**config.mk**
```make
export PLATFORM = sky130hd
export DESIGN_NAME = bsc_chain
export DESIGN_NICKNAME = d
export VERILOG_FILES = /design/src/rtl/bsc_pkg.sv /design/src/rtl/bsc_cell.sv /design/src/rtl/bsc_latch.sv /design/src/rtl/bsc_pad_mux.sv /design/src/rtl/bsc_chain.sv
export SDC_FILE = /design/constraint.sdc
export NUM_CORES = 1
export LEC_CHECK = 0
export ABC_AREA = 1
export CAP_MARGIN = 20
export CORE_MARGIN = 2
export CORE_UTILIZATION = 43
export CTS_CLUSTER_SIZE = 16
export DETAILED_ROUTE_END_ITERATION = 10
export PLACE_DENSITY = 0.78
export SYNTH_ARGS = -nofsm -noshare
export SYNTH_HDL_FRONTEND = slang
export SYNTH_SLANG_ARGS = --single-unit
```
**constraint.sdc**
```tcl
create_clock -name clk_i -period 1.4 [get_ports clk_i]
set_input_delay 0.14 -clock clk_i [delete_from_list [all_inputs] [get_ports clk_i]]
set_output_delay 0.14 -clock clk_i [all_outputs]
set_load 0.03 [all_outputs]
```
**src/rtl/bsc_pkg.sv**
```systemverilog
package bsc_pkg;
  typedef enum logic [1:0] {
    PAD_IN    = 2'd0,
    PAD_OUT   = 2'd1,
    PAD_TRI   = 2'd2,
    PAD_BIDIR = 2'd3
  } pad_kind_e;

  localparam int unsigned OP_EXTEST = 0;
  localparam int unsigned OP_SAMPLE = 2;

  function automatic int unsigned cell_count(logic [1:0] kind);
    case (kind)
      PAD_TRI:   return 2;
      PAD_BIDIR: return 3;
      default:   return 1;
    endcase
  endfunction
endpackage

```
**src/rtl/bsc_cell.sv**
```systemverilog
module bsc_cell (
  input  logic clk_i,
  input  logic rst_ni,
  input  logic clr_i,
  input  logic cap_en_i,
  input  logic shift_en_i,
  input  logic cap_d_i,
  input  logic si_i,
  output logic so_o
);
  always_ff @(posedge clk_i or negedge rst_ni) begin
    if (!rst_ni)         so_o <= 1'b0;
    else if (clr_i)      so_o <= 1'b0;
    else if (cap_en_i)   so_o <= cap_d_i;
    else if (shift_en_i) so_o <= si_i;
  end


  cap_load_chk: assert property (@(posedge clk_i) disable iff (!rst_ni)
    (cap_en_i && !clr_i) |=> (so_o == $past(cap_d_i)));

  shift_load_chk: assert property (@(posedge clk_i) disable iff (!rst_ni)
    (shift_en_i && !cap_en_i && !clr_i) |=> (so_o == $past(si_i)));

  cell_clear_chk: assert property (@(posedge clk_i) disable iff (!rst_ni)
    clr_i |=> (so_o == 1'b0));
endmodule

```
**src/rtl/bsc_latch.sv**
```systemverilog
module bsc_latch (
  input  logic clk_i,
  input  logic rst_ni,
  input  logic clr_i,
  input  logic upd_en_i,
  input  logic d_i,
  output logic q_o
);
  always_ff @(posedge clk_i or negedge rst_ni) begin
    if (!rst_ni)       q_o <= 1'b0;
    else if (clr_i)    q_o <= 1'b0;
    else if (upd_en_i) q_o <= d_i;
  end


  upd_hold_chk: assert property (@(posedge clk_i) disable iff (!rst_ni)
    (!upd_en_i && !clr_i) |=> $stable(q_o));

  latch_clear_chk: assert property (@(posedge clk_i) disable iff (!rst_ni)
    clr_i |=> (q_o == 1'b0));
endmodule

```
**src/rtl/bsc_pad_mux.sv**
```systemverilog
module bsc_pad_mux
  import bsc_pkg::*;
#(
  parameter logic [1:0] KIND = PAD_BIDIR
) (
  input  logic test_i,
  input  logic core_o_i,
  input  logic core_oe_i,
  input  logic upd_out_i,
  input  logic upd_oe_i,
  input  logic pad_i_i,
  output logic pad_o_o,
  output logic pad_oe_o,
  output logic core_i_o
);
  logic unused_mux;
  assign unused_mux = ^{test_i, core_o_i, core_oe_i, upd_out_i, upd_oe_i, pad_i_i};

  if (KIND == PAD_IN) begin : g_in
    assign pad_o_o  = 1'b0;
    assign pad_oe_o = 1'b0;
    assign core_i_o = pad_i_i;
  end else if (KIND == PAD_OUT) begin : g_out
    assign pad_o_o  = test_i ? upd_out_i : core_o_i;
    assign pad_oe_o = 1'b1;
    assign core_i_o = 1'b0;
  end else begin : g_tri
    assign pad_o_o  = test_i ? upd_out_i : core_o_i;
    assign pad_oe_o = test_i ? upd_oe_i  : core_oe_i;
    assign core_i_o = (KIND == PAD_BIDIR) ? pad_i_i : 1'b0;
  end
endmodule

```
**src/rtl/bsc_chain.sv**
```systemverilog
module bsc_chain
  import bsc_pkg::*;
#(
  parameter int unsigned NUM_PADS = 4,
  parameter int unsigned IR_W     = 4,
  parameter logic [2*NUM_PADS-1:0] PAD_KINDS = {PAD_BIDIR, PAD_TRI, PAD_OUT, PAD_IN}
) (
  input  logic                clk_i,
  input  logic                rst_ni,
  input  logic                tap_reset_i,
  input  logic [IR_W-1:0]     instr_i,
  input  logic                capture_dr_i,
  input  logic                shift_dr_i,
  input  logic                update_dr_i,
  input  logic                tdi_i,
  output logic                tdo_o,
  input  logic [NUM_PADS-1:0] core_o_i,
  input  logic [NUM_PADS-1:0] core_oe_i,
  output logic [NUM_PADS-1:0] core_i_o,
  input  logic [NUM_PADS-1:0] pad_i_i,
  output logic [NUM_PADS-1:0] pad_o_o,
  output logic [NUM_PADS-1:0] pad_oe_o
);
  function automatic int unsigned pad_off(int unsigned p);
    int unsigned s = 0;
    for (int unsigned q = 0; q < p; q++) s += cell_count(PAD_KINDS[2*q +: 2]);
    return s;
  endfunction

  // sel: 0 in, 1 drives output, 2 has enable cell, 3 output-only
  function automatic logic [NUM_PADS-1:0] kind_mask(int unsigned sel);
    logic [NUM_PADS-1:0] m = '0;
    for (int unsigned q = 0; q < NUM_PADS; q++) begin
      logic [1:0] k = PAD_KINDS[2*q +: 2];
      case (sel)
        0:       m[q] = (k == PAD_IN) || (k == PAD_BIDIR);
        1:       m[q] = (k != PAD_IN);
        2:       m[q] = (k == PAD_TRI) || (k == PAD_BIDIR);
        default: m[q] = (k == PAD_OUT);
      endcase
    end
    return m;
  endfunction

  localparam int unsigned CHAIN_LEN = pad_off(NUM_PADS);
  localparam logic [NUM_PADS-1:0] IN_MASK  = kind_mask(0);
  localparam logic [NUM_PADS-1:0] DRV_MASK = kind_mask(1);
  localparam logic [NUM_PADS-1:0] OE_MASK  = kind_mask(2);
  localparam logic [NUM_PADS-1:0] FIX_MASK = kind_mask(3);

  logic sel, test_mode, cap_en, shift_en, upd_en;
  logic [CHAIN_LEN:0] sr_w;

  assign sel       = (instr_i == IR_W'(OP_EXTEST)) || (instr_i == IR_W'(OP_SAMPLE));
  assign test_mode = (instr_i == IR_W'(OP_EXTEST)) && !tap_reset_i;
  assign cap_en    = capture_dr_i && sel;
  assign shift_en  = shift_dr_i && sel;
  assign upd_en    = update_dr_i && sel;

  assign sr_w[CHAIN_LEN] = tdi_i;
  assign tdo_o           = sr_w[0];

  for (genvar g = 0; g < NUM_PADS; g++) begin : g_pad
    localparam logic [1:0]  KIND    = PAD_KINDS[2*g +: 2];
    localparam bit          HAS_IN  = (KIND == PAD_IN) || (KIND == PAD_BIDIR);
    localparam bit          HAS_OUT = (KIND != PAD_IN);
    localparam bit          HAS_OE  = (KIND == PAD_TRI) || (KIND == PAD_BIDIR);
    localparam int unsigned OFF     = pad_off(g);
    localparam int unsigned OUT_IX  = OFF + (HAS_IN ? 1 : 0);
    localparam int unsigned OE_IX   = OUT_IX + 1;

    logic upd_out, upd_oe;

    if (HAS_IN) begin : g_in_cell
      bsc_cell u_cell (
        .clk_i, .rst_ni, .clr_i(tap_reset_i), .cap_en_i(cap_en), .shift_en_i(shift_en),
        .cap_d_i(pad_i_i[g]), .si_i(sr_w[OFF+1]), .so_o(sr_w[OFF]));
    end

    if (HAS_OUT) begin : g_out_cell
      bsc_cell u_cell (
        .clk_i, .rst_ni, .clr_i(tap_reset_i), .cap_en_i(cap_en), .shift_en_i(shift_en),
        .cap_d_i(core_o_i[g]), .si_i(sr_w[OUT_IX+1]), .so_o(sr_w[OUT_IX]));
      bsc_latch u_latch (
        .clk_i, .rst_ni, .clr_i(tap_reset_i), .upd_en_i(upd_en),
        .d_i(sr_w[OUT_IX]), .q_o(upd_out));
    end else begin : g_no_out
      assign upd_out = 1'b0;
    end

    if (HAS_OE) begin : g_oe_cell
      bsc_cell u_cell (
        .clk_i, .rst_ni, .clr_i(tap_reset_i), .cap_en_i(cap_en), .shift_en_i(shift_en),
        .cap_d_i(core_oe_i[g]), .si_i(sr_w[OE_IX+1]), .so_o(sr_w[OE_IX]));
      bsc_latch u_latch (
        .clk_i, .rst_ni, .clr_i(tap_reset_i), .upd_en_i(upd_en),
        .d_i(sr_w[OE_IX]), .q_o(upd_oe));
    end else begin : g_no_oe
      assign upd_oe = 1'b0;
    end

    bsc_pad_mux #(.KIND(KIND)) u_mux (
      .test_i(test_mode), .core_o_i(core_o_i[g]), .core_oe_i(core_oe_i[g]),
      .upd_out_i(upd_out), .upd_oe_i(upd_oe), .pad_i_i(pad_i_i[g]),
      .pad_o_o(pad_o_o[g]), .pad_oe_o(pad_oe_o[g]), .core_i_o(core_i_o[g]));
  end


  idle_tdo_chk: assert property (@(posedge clk_i) disable iff (!rst_ni)
    ((capture_dr_i || shift_dr_i) && !sel && !tap_reset_i) |=> $stable(tdo_o));

  pass_data_chk: assert property (@(posedge clk_i) disable iff (!rst_ni)
    !test_mode |-> (pad_o_o == (core_o_i & DRV_MASK)));

  pass_oe_chk: assert property (@(posedge clk_i) disable iff (!rst_ni)
    !test_mode |-> (pad_oe_o == ((core_oe_i & OE_MASK) | FIX_MASK)));

  core_in_chk: assert property (@(posedge clk_i) disable iff (!rst_ni)
    core_i_o == (pad_i_i & IN_MASK));

  out_only_oe_chk: assert property (@(posedge clk_i) disable iff (!rst_ni)
    ((pad_oe_o & FIX_MASK) == FIX_MASK));
endmodule

```
==> results of run 1 <==
-- metal layers --
layer | up-vias | track usage | wire (um)
li1 | 400 | - | -
met1 | 368 | 0.2176 | 772
met2 | 37 | 0.2824 | 985
met3 | 5 | 0.03704 | 133
met4 | 0 | 0.05714 | 31
met5 | - | 0 | 0
-- synthesized netlist by cell type, types with 2 or more instances --
library cell / count
dfrtp_1: 12
nor2_4: 2
inv_1: 17
nand2_2: 2
o21ai_1: 5
o21a_1: 4
nand3_1: 12
nand2_1: 32
nand3_2: 2
conb_1: 2
buf_4: 13
nand4_1: 7
-- flip-flops by register name, summed over array words and instances (netlist names) --
register / flops
g_pad.g_oe_cell.u_cell.so_o: 2
g_pad.g_in_cell.u_cell.so_o: 2
g_pad.g_out_cell.u_latch.q_o: 3
g_pad.g_out_cell.u_cell.so_o: 3
g_pad.g_oe_cell.u_latch.q_o: 2
-- power by group --
group | switching [W] | internal, W | total (W)
Clock | 0.000133 | 0.000158 | 0.000291
Sequential | 0.00000137 | 0.000348 | 0.000350
Combinational | 0.000125 | 0.0000900 | 0.000215
-- final cells by class --
type / instances / area (um^2)
flip-flops and latches: 12 / 300.3
clock buffers: 4 / 36.28
repair buffers: 31 / 294.0
well taps: 27 / 33.78
fillers: 197 / 765.7
inverters: 19 / 73.82
multi-input cells: 75 / 417.9
-- path summary, 6_finish.rpt --
kind | slack, ns | endpoint | startpoint
setup reg to reg | 0.63 | g_pad[3].g_in_cell.u_cell.so_o | g_pad[3].g_out_cell.u_cell.so_o
setup / recovery | 0.04 | pad_oe_o[2] | instr_i[1]
hold reg to reg | 0.48 | g_pad[0].g_in_cell.u_cell.so_o | g_pad[0].g_in_cell.u_cell.so_o
max in group asynchronous | 0.84 | g_pad[2].g_out_cell.u_latch.q_o | rst_ni
min in group clk_i | 0.38 | g_pad[3].g_oe_cell.u_cell.so_o | tap_reset_i
hold / removal | 0.20 | g_pad[3].g_out_cell.u_cell.so_o | rst_ni
-- stage by stage --
| step | hold WS (ns) | power (W) | TNS [ns] | cells | util |
|---|---|---|---|---|---|
| floorplan | -0.1556 | 0.0004883 | 0 | 118 | - |
| global placement | 0.4626 | 0.0005606 | -0.02228 | 163 | 0.5618 |
| detailed placement | 0.4655 | 0.0005636 | -0.08243 | 163 | 0.5618 |
| CTS | 0.2226 | 0.0008535 | 0 | 167 | 0.5840 |
| global route | 0.2574 | 0.0008987 | 0 | 168 | 0.6016 |
| finish | 0.1985 | 0.0008554 | 0 | 168 | 0.6016 |
-- cell families after synthesis --
logic type | after synthesis | synth area share
other | 2 | 0.008788
and+or+nand+nor | 60 | 0.3748
buffers and inverters | 32 | 0.2006
AOI/OAI and AO/OA | 9 | 0.06442
DFF | 12 | 0.3514
-- repair_timing --
action                     in CTS  in global routing
cloned                          0                  1
gates resized for setup         3                  8
hold buffers                    0                  0
setup buffers                   0                  0
setup endpoints to repair       5                  5
pin swaps                       0                  3
==> impl_metrics.env, run 1 <==
export IMPL_outcome="finished, final reports clean"
export IMPL_syn_inst=115
export IMPL_p_leak_nw=0.6587
export IMPL_ys_seq_area_frac=0.3514
export IMPL_grt_pass1_vias=707
export IMPL_avgRoutedWirePerCell_um=11.44
export IMPL_drive_above_1_share=0.2057
export IMPL_ys_ff_latch=12
export IMPL_grt_max_degree=13
export IMPL_rsz0062_at_grt="false"
export IMPL_grt_pass1_wl_mm=3.098
export IMPL_gp_congestion=0.8209
export IMPL_final_area_um2=1156
export IMPL_path_cells="clkdlybuf4s50_1, nor2_4, nand2_4, o21a_1, buf_4"
export IMPL_dpl_instance_area_um2=1080
export IMPL_num_vias=810
export IMPL_ant_nets=0
export IMPL_routed_wl_mm=1.922
export IMPL_yosysUniqueCellTypes=17
export IMPL_core_area_um2=1922
export IMPL_synth_warnings=0
export IMPL_die_w_um=48.58
export IMPL_post_route_period_util=0.9749
export IMPL_critPathCaptureType="output port"
export IMPL_critPathRequiredTime_ns=1.26
export IMPL_htreeDepth=1
export IMPL_synth_area_per_cell_um2=7.431
export IMPL_synth_edff_count=0
export IMPL_final_cell_mix="nand2_1 (32), inv_1 (17), clkdlybuf4s50_1 (13)"
export IMPL_cp_max_fo=4
export IMPL_clkSinkCount=12
export IMPL_synth_area_um2=854.6
export IMPL_drtIter0Drc=23
export IMPL_cts_buffers=3
export IMPL_crit_path_top_delay_cell="clkdlybuf4s50_1"
export IMPL_dp_hpwl_mm=1.463
export IMPL_yosys_top_cells_area="dfrtp_1 (35%), nand2_1 (14%), buf_4 (11%), inv_1 (7.5%), nand3_1 (7.0%)"
export IMPL_die_h_um=48.58
export IMPL_cap_violations=0
export IMPL_fin_crit_ns=1.365
export IMPL_final_common_cell="nand2_1"
export IMPL_clock_skew_ns=0.007276
export IMPL_worstMarginPinSlew_ns=0.5418
export IMPL_synthFlopType="dfrtp_1"
export IMPL_criticalPathCategory="in -> out"
export IMPL_min_path_type="in -> async"
export IMPL_yosysTopAreaCellShare=0.3514
export IMPL_synthArstFlopShare=1.000
export IMPL_ios=36
export IMPL_power_density_nw_per_um2=739.9
export IMPL_tritoncts="built"
export IMPL_slew_viol_final=0
export IMPL_crit_family="buffers and inverters"
export IMPL_n_antenna_cell=0
export IMPL_slowest_delay_ns=0.45
export IMPL_viasPerCell=4.821
export IMPL_placement_io_buffers=25
export IMPL_irDropWorstVdd_v=0.0004658
export IMPL_startpoint_type="primary input"
export IMPL_clk_pin_slew_ns=0.09
export IMPL_max_freq_ghz=0.7327
export IMPL_dieArea_um2=2360
export IMPL_max_slew_margin=0.6377
export IMPL_crit_cells=5
export IMPL_hold_viol=0
export IMPL_finalSetupViolCount=0
export IMPL_dp_slack_ns=-0.02646
export IMPL_finalWorstSetupSlack_ns=0.03519
export IMPL_grt_overflow_total=0
export IMPL_clock_root_buffer="clkbuf_4"
export IMPL_fin_nets=165
export IMPL_reg2regPathDepth=4
export IMPL_cts_max_path_buffers=2
export IMPL_initial_core_util=0.4447
export IMPL_syn2layout_area_growth_pct=35.29
export IMPL_yosys_area_top_type="dfrtp_1"
export IMPL_antenna_found_initial=0
export IMPL_grt_usage=0.1693
export IMPL_core_rowCount=16
export IMPL_critPathBufInv=2
export IMPL_drc_errors=0
export IMPL_crit_arrival_ns=1.22
export IMPL_clk_latency_ns=0.29
export IMPL_drtPass1Iterations=4
Note: power is estimated with default switching activity, not from simulation.
==> run 2, diff against run 1 <==
REMOVE_ABC_BUFFERS = 1   (was default)
==> impl_metrics.env, run 2 (synthesis results as in run 1) <==
export IMPL_htreeDepth=1
export IMPL_core_area_um2=1922
export IMPL_final_cell_mix="nand2_1 (29), inv_1 (17), nand3_1 (12), dfrtp_1 (12), clkdlybuf4s50_1 (12)"
export IMPL_grt_pass1_wl_mm=3.146
export IMPL_drtIter0Drc=16
export IMPL_clock_root_buffer="clkbuf_4"
export IMPL_worstMarginPinSlew_ns=0.5344
export IMPL_fin_nets=166
export IMPL_grt_overflow_total=0
export IMPL_drtPass1Iterations=4
export IMPL_cap_violations=0
export IMPL_crit_family="buffers and inverters"
export IMPL_final_common_cell="nand2_1"
export IMPL_max_freq_ghz=0.8583
export IMPL_crit_arrival_ns=1.03
export IMPL_criticalPathCategory="reg -> out"
export IMPL_tritoncts="built"
export IMPL_die_h_um=48.58
export IMPL_n_antenna_cell=0
export IMPL_critPathRequiredTime_ns=1.26
export IMPL_die_w_um=48.58
export IMPL_cts_buffers=3
export IMPL_finalSetupViolCount=0
export IMPL_outcome="finished, final reports clean"
export IMPL_cts_max_path_buffers=2
export IMPL_reg_top3="g_pad.g_out_cell.u_cell.so_o: 3 flops, g_pad.g_out_cell.u_latch.q_o: 3 flops"
export IMPL_p_leak_nw=0.6824
export IMPL_grt_pass1_vias=717
export IMPL_cp_max_fo=2
export IMPL_clkSinkCount=12
export IMPL_syn2layout_area_growth_pct=40.56
export IMPL_critPathCaptureType="output port"
export IMPL_dp_hpwl_mm=1.441
export IMPL_post_route_period_util=0.8322
export IMPL_ios=36
export IMPL_drc_errors=0
export IMPL_gp_congestion=0.8571
export IMPL_core_rowCount=16
export IMPL_final_area_um2=1201
export IMPL_critPathBufInv=1
export IMPL_num_vias=799
export IMPL_placement_io_buffers=25
export IMPL_power_density_nw_per_um2=710.0
export IMPL_avgRoutedWirePerCell_um=11.27
export IMPL_clock_skew_ns=0.002043
export IMPL_hold_viol=0
export IMPL_clk_pin_slew_ns=0.08
export IMPL_initial_core_util=0.4447
export IMPL_finalSetupTns_ns=0
export IMPL_startpoint_type="flop"
export IMPL_num_fill_cells=159
export IMPL_dieArea_um2=2360
export IMPL_routed_wl_mm=1.904
export IMPL_slew_viol_final=0
export IMPL_slowest_delay_ns=0.40
export IMPL_clk_latency_ns=0.27
export IMPL_grt_max_degree=13
export IMPL_antenna_found_initial=0
export IMPL_dpl_instance_area_um2=1100
export IMPL_crit_path_top_delay_cell="dlygate4sd2_1"
export IMPL_rsz0062_at_grt="false"
export IMPL_drive_above_1_share=0.2324
export IMPL_irDropWorstVdd_v=0.0005410
export IMPL_path_cells="dlygate4sd2_1"
export IMPL_max_slew_margin=0.6426
export IMPL_fin_crit_ns=1.165
export IMPL_viasPerCell=4.728
export IMPL_min_path_type="in -> async"
export IMPL_grt_usage=0.1707
export IMPL_ant_nets=0
[run 2: changes by cell type in the layout (fill, tap and decap cells not counted), sizes merged]
| cell | previous run | this run |
|---|---|---|
| buf | 13 | 14 |
| clkdlybuf4s50 | 13 | 12 |
| dlymetal6s2s | 4 | 5 |
[run 2: what timing repair did]
action	4_1_cts	5_1_grt
gates resized for setup	3	16
cloned	0	1
pin swaps	0	2
setup buffers	0	0
endpoints found under the setup margin	5	5
hold buffers	0	0
[run 2: area by class of cell]
cell class                 count  area (um^2)  share of cell area
timing repair buffer          32        331.6              0.2760
sequential                    12        300.3              0.2500
clock buffer                   4        36.28             0.03021
tap                           27        33.78             0.02813
inverter                      19        73.82             0.06146
multi-input combinational     75        425.4              0.3542
[run 2: layer usage]
layer  global-route usage  vias to the layer above  part of all wire
li1                     -                      404                 -
met1               0.2167                      364              0.42
met2               0.2963                       24              0.53
met3              0.01852                        7             0.032
met4              0.07143                        0             0.019
met5                    0                        -                 0
[run 2: through the flow]
step / total power [W] / instances / hold slack [ns] / setup slack, ns / util
2_1_floorplan: 0.0004494 / 105 / -0.1556 / 0.3856 / -
3_3_place_gp: 0.0005675 / 164 / 0.4628 / -0.01711 / 0.5723
3_5_place_dp: 0.0005691 / 164 / 0.4717 / -0.03043 / 0.5723
4_1_cts: 0.0008445 / 168 / 0.2287 / 0.002604 / 0.5944
5_1_grt: 0.0008949 / 169 / 0.2595 / 0.1666 / 0.6250
6_report: 0.0008529 / 169 / 0.2123 / 0.2349 / 0.6250
[run 2: report_power, final]
part	total [W]	switching, W	internal [W]
clock network	0.000275	0.000117	0.000158
logic	0.000228	0.000128	0.000100
registers	0.000350	0.00000142	0.000348
total	0.000853	0.000246	0.000607
[run 2: final timing paths]
kind,cells after the start,slack (ns),endpoint,from
min,1,0.21,g_pad[3].g_out_cell.u_cell.so_o,rst_ni
max,1,0.23,tdo_o,g_pad[0].g_in_cell.u_cell.so_o
max in group asynchronous,1,0.83,g_pad[1].g_out_cell.u_latch.q_o,rst_ni
min reg2reg,2,0.49,g_pad[3].g_out_cell.u_cell.so_o,g_pad[3].g_out_cell.u_cell.so_o
max reg2reg,4,0.62,g_pad[3].g_in_cell.u_cell.so_o,g_pad[3].g_out_cell.u_cell.so_o
min in group clk_i,5,0.39,g_pad[0].g_in_cell.u_cell.so_o,tap_reset_i
[run 2: worst register-to-register path: cells and delay by family, from the launching register on]
family / cells / cell delay [ns]
flip-flops: 1 / 0.38
AND/OR/NAND/NOR: 3 / 0.21
buffers and inverters: 1 / 0.09
==> run 3, diff against run 2 <==
CORE_UTILIZATION = 37   (was 43)
PLACE_DENSITY = 0.71   (was 0.78)
clock period = 1 ns   (was 1.4 ns; I/O delays follow)
==> impl_metrics.env, run 3 (synthesis results as in run 1) <==
export IMPL_reg2regPathDepth=4
export IMPL_finalSetupViolCount=5
export IMPL_core_rowCount=17
export IMPL_fin_crit_ns=1.089
export IMPL_drtIter0Drc=21
export IMPL_fin_nets=174
export IMPL_cap_violations=0
export IMPL_crit_arrival_ns=0.99
export IMPL_power_density_nw_per_um2=975.4
export IMPL_clock_root_buffer="clkbuf_4"
export IMPL_grt_usage=0.1698
export IMPL_max_freq_ghz=0.9184
export IMPL_antenna_found_initial=0
export IMPL_syn2layout_area_growth_pct=44.66
export IMPL_slowest_delay_ns=0.39
export IMPL_drc_errors=0
export IMPL_die_h_um=52.06
export IMPL_slew_viol_final=0
export IMPL_dp_hpwl_mm=1.514
export IMPL_initial_core_util=0.3901
export IMPL_rsz0062_at_grt="true"
export IMPL_cp_max_fo=2
export IMPL_cts_buffers=3
export IMPL_holdBufCountCts=0
export IMPL_tritoncts="built"
export IMPL_core_area_um2=2191
export IMPL_outcome="complete, but fails checks"
export IMPL_dpl_instance_area_um2=1106
export IMPL_ios=36
export IMPL_final_cell_mix="nand2_1 (30), inv_1 (16), buf_4 (15)"
export IMPL_grt_pass1_wl_mm=3.401
export IMPL_num_vias=827
export IMPL_ant_nets=0
export IMPL_grt_max_degree=13
export IMPL_viasPerCell=4.646
export IMPL_dieArea_um2=2710
export IMPL_routed_wl_mm=2.013
export IMPL_finalWorstSetupSlack_ns=-0.08886
export IMPL_final_common_cell="nand2_1"
export IMPL_irDropWorstVdd_v=0.0005170
export IMPL_min_path_type="in -> async"
export IMPL_avgRoutedWirePerCell_um=11.31
export IMPL_path_cells="o21a_1, buf_6"
export IMPL_drtPass1Iterations=4
export IMPL_clock_skew_ns=0.003115
export IMPL_clk_pin_slew_ns=0.08
export IMPL_clk_latency_ns=0.27
export IMPL_gp_congestion=0.7701
export IMPL_reg_top3="g_pad.g_out_cell.u_cell.so_o: 3 flops, g_pad.g_out_cell.u_latch.q_o: 3 flops"
export IMPL_r2r_slack_ns=0.12
export IMPL_dp_slack_ns=-0.3765
export IMPL_startpoint_type="flop"
export IMPL_hold_viol=0
export IMPL_cts_max_path_buffers=2
export IMPL_placement_io_buffers=25
export IMPL_reg2reg_from="g_pad[3].g_out_cell.u_latch.q_o"
export IMPL_crit_path_top_delay_cell="dfrtp_1"
export IMPL_grt_overflow_total=0
export IMPL_clkSinkCount=12
export IMPL_critPathCaptureType="output port"
export IMPL_post_route_period_util=1.089
export IMPL_failed_checks="negative setup slack"
export IMPL_final_area_um2=1236
export IMPL_drive_above_1_share=0.3000
export IMPL_r2r_end="g_pad[3].g_out_cell.u_latch.q_o"
export IMPL_n_antenna_cell=0
export IMPL_p_leak_nw=0.6704
export IMPL_htreeDepth=1
export IMPL_critPathRequiredTime_ns=0.90
export IMPL_criticalPathCategory="reg -> out"
export IMPL_die_w_um=52.06
export IMPL_grt_pass1_vias=802
-- run 3: cell type report --
type,instances,area (um^2)
repair buffers,40,365.4
multi-input cells,75,425.4
well taps,28,35.03
inverters,19,73.82
clock buffers,4,36.28
fillers,202,954.7
flip-flops and latches,12,300.3
-- run 3: worst max-delay path: cells and delay by family (launching register included) --
family	cells	cell delay, ns
AO/OA/AOI/OAI	1	0.19
buffers and inverters	1	0.14
flip-flops	1	0.39
-- run 3: power by group --
group,internal (W),switching [W]
clock,0.000221,0.000171
sequential,0.000488,0.00000194
combinational,0.000142,0.000182
total,0.000851,0.000355
-- run 3: worst max path at each step --
| stage | start | end | slack (ns) |
|---|---|---|---|
| after floorplan | instr_i[0] | pad_o_o[1] | 0.07 |
| after global placement | instr_i[3] | pad_o_o[2] | -0.34 |
| after detailed placement | instr_i[3] | pad_o_o[1] | -0.38 |
| after CTS | g_pad[2].g_oe_cell.u_latch.q_o | pad_oe_o[2] | -0.1 |
| after global routing | g_pad[1].g_out_cell.u_latch.q_o | pad_o_o[1] | -0.13 |
| final | g_pad[2].g_oe_cell.u_latch.q_o | pad_oe_o[2] | -0.09 |
-- run 3: what timing repair did --
item	CTS	global route
endpoints found under the hold margin	0	0
buffers inserted	4	3
pin swaps	11	3
cloned	1	0
endpoints found under the setup margin	17	11
resized for setup	22	6
-- run 3: metal layers --
| layer | vias up | GRT usage | wire, um |
|---|---|---|---|
| li1 | 422 | - | - |
| met1 | 379 | 0.2065 | 886 |
| met2 | 21 | 0.2911 | 1007 |
| met3 | 5 | 0.02586 | 85 |
| met4 | 0 | 0.07895 | 33 |
| met5 | - | 0 | 0 |
-- run 3: stage by stage --
stage / hold slack, ns / std cells / utilization / power (W) / setup TNS (ns)
detailed placement: 0.4259 / 166 / 0.5049 / 0.0008010 / -5.634
CTS: 0.1315 / 175 / 0.5483 / 0.001207 / -0.3565
global placement: 0.4190 / 166 / 0.5049 / 0.0007977 / -5.226
floorplan: -0.1956 / 105 / - / 0.0006291 / 0
global route: 0.1275 / 178 / 0.5642 / 0.001269 / -0.5765
finish: 0.1207 / 178 / 0.5642 / 0.001206 / -0.3545
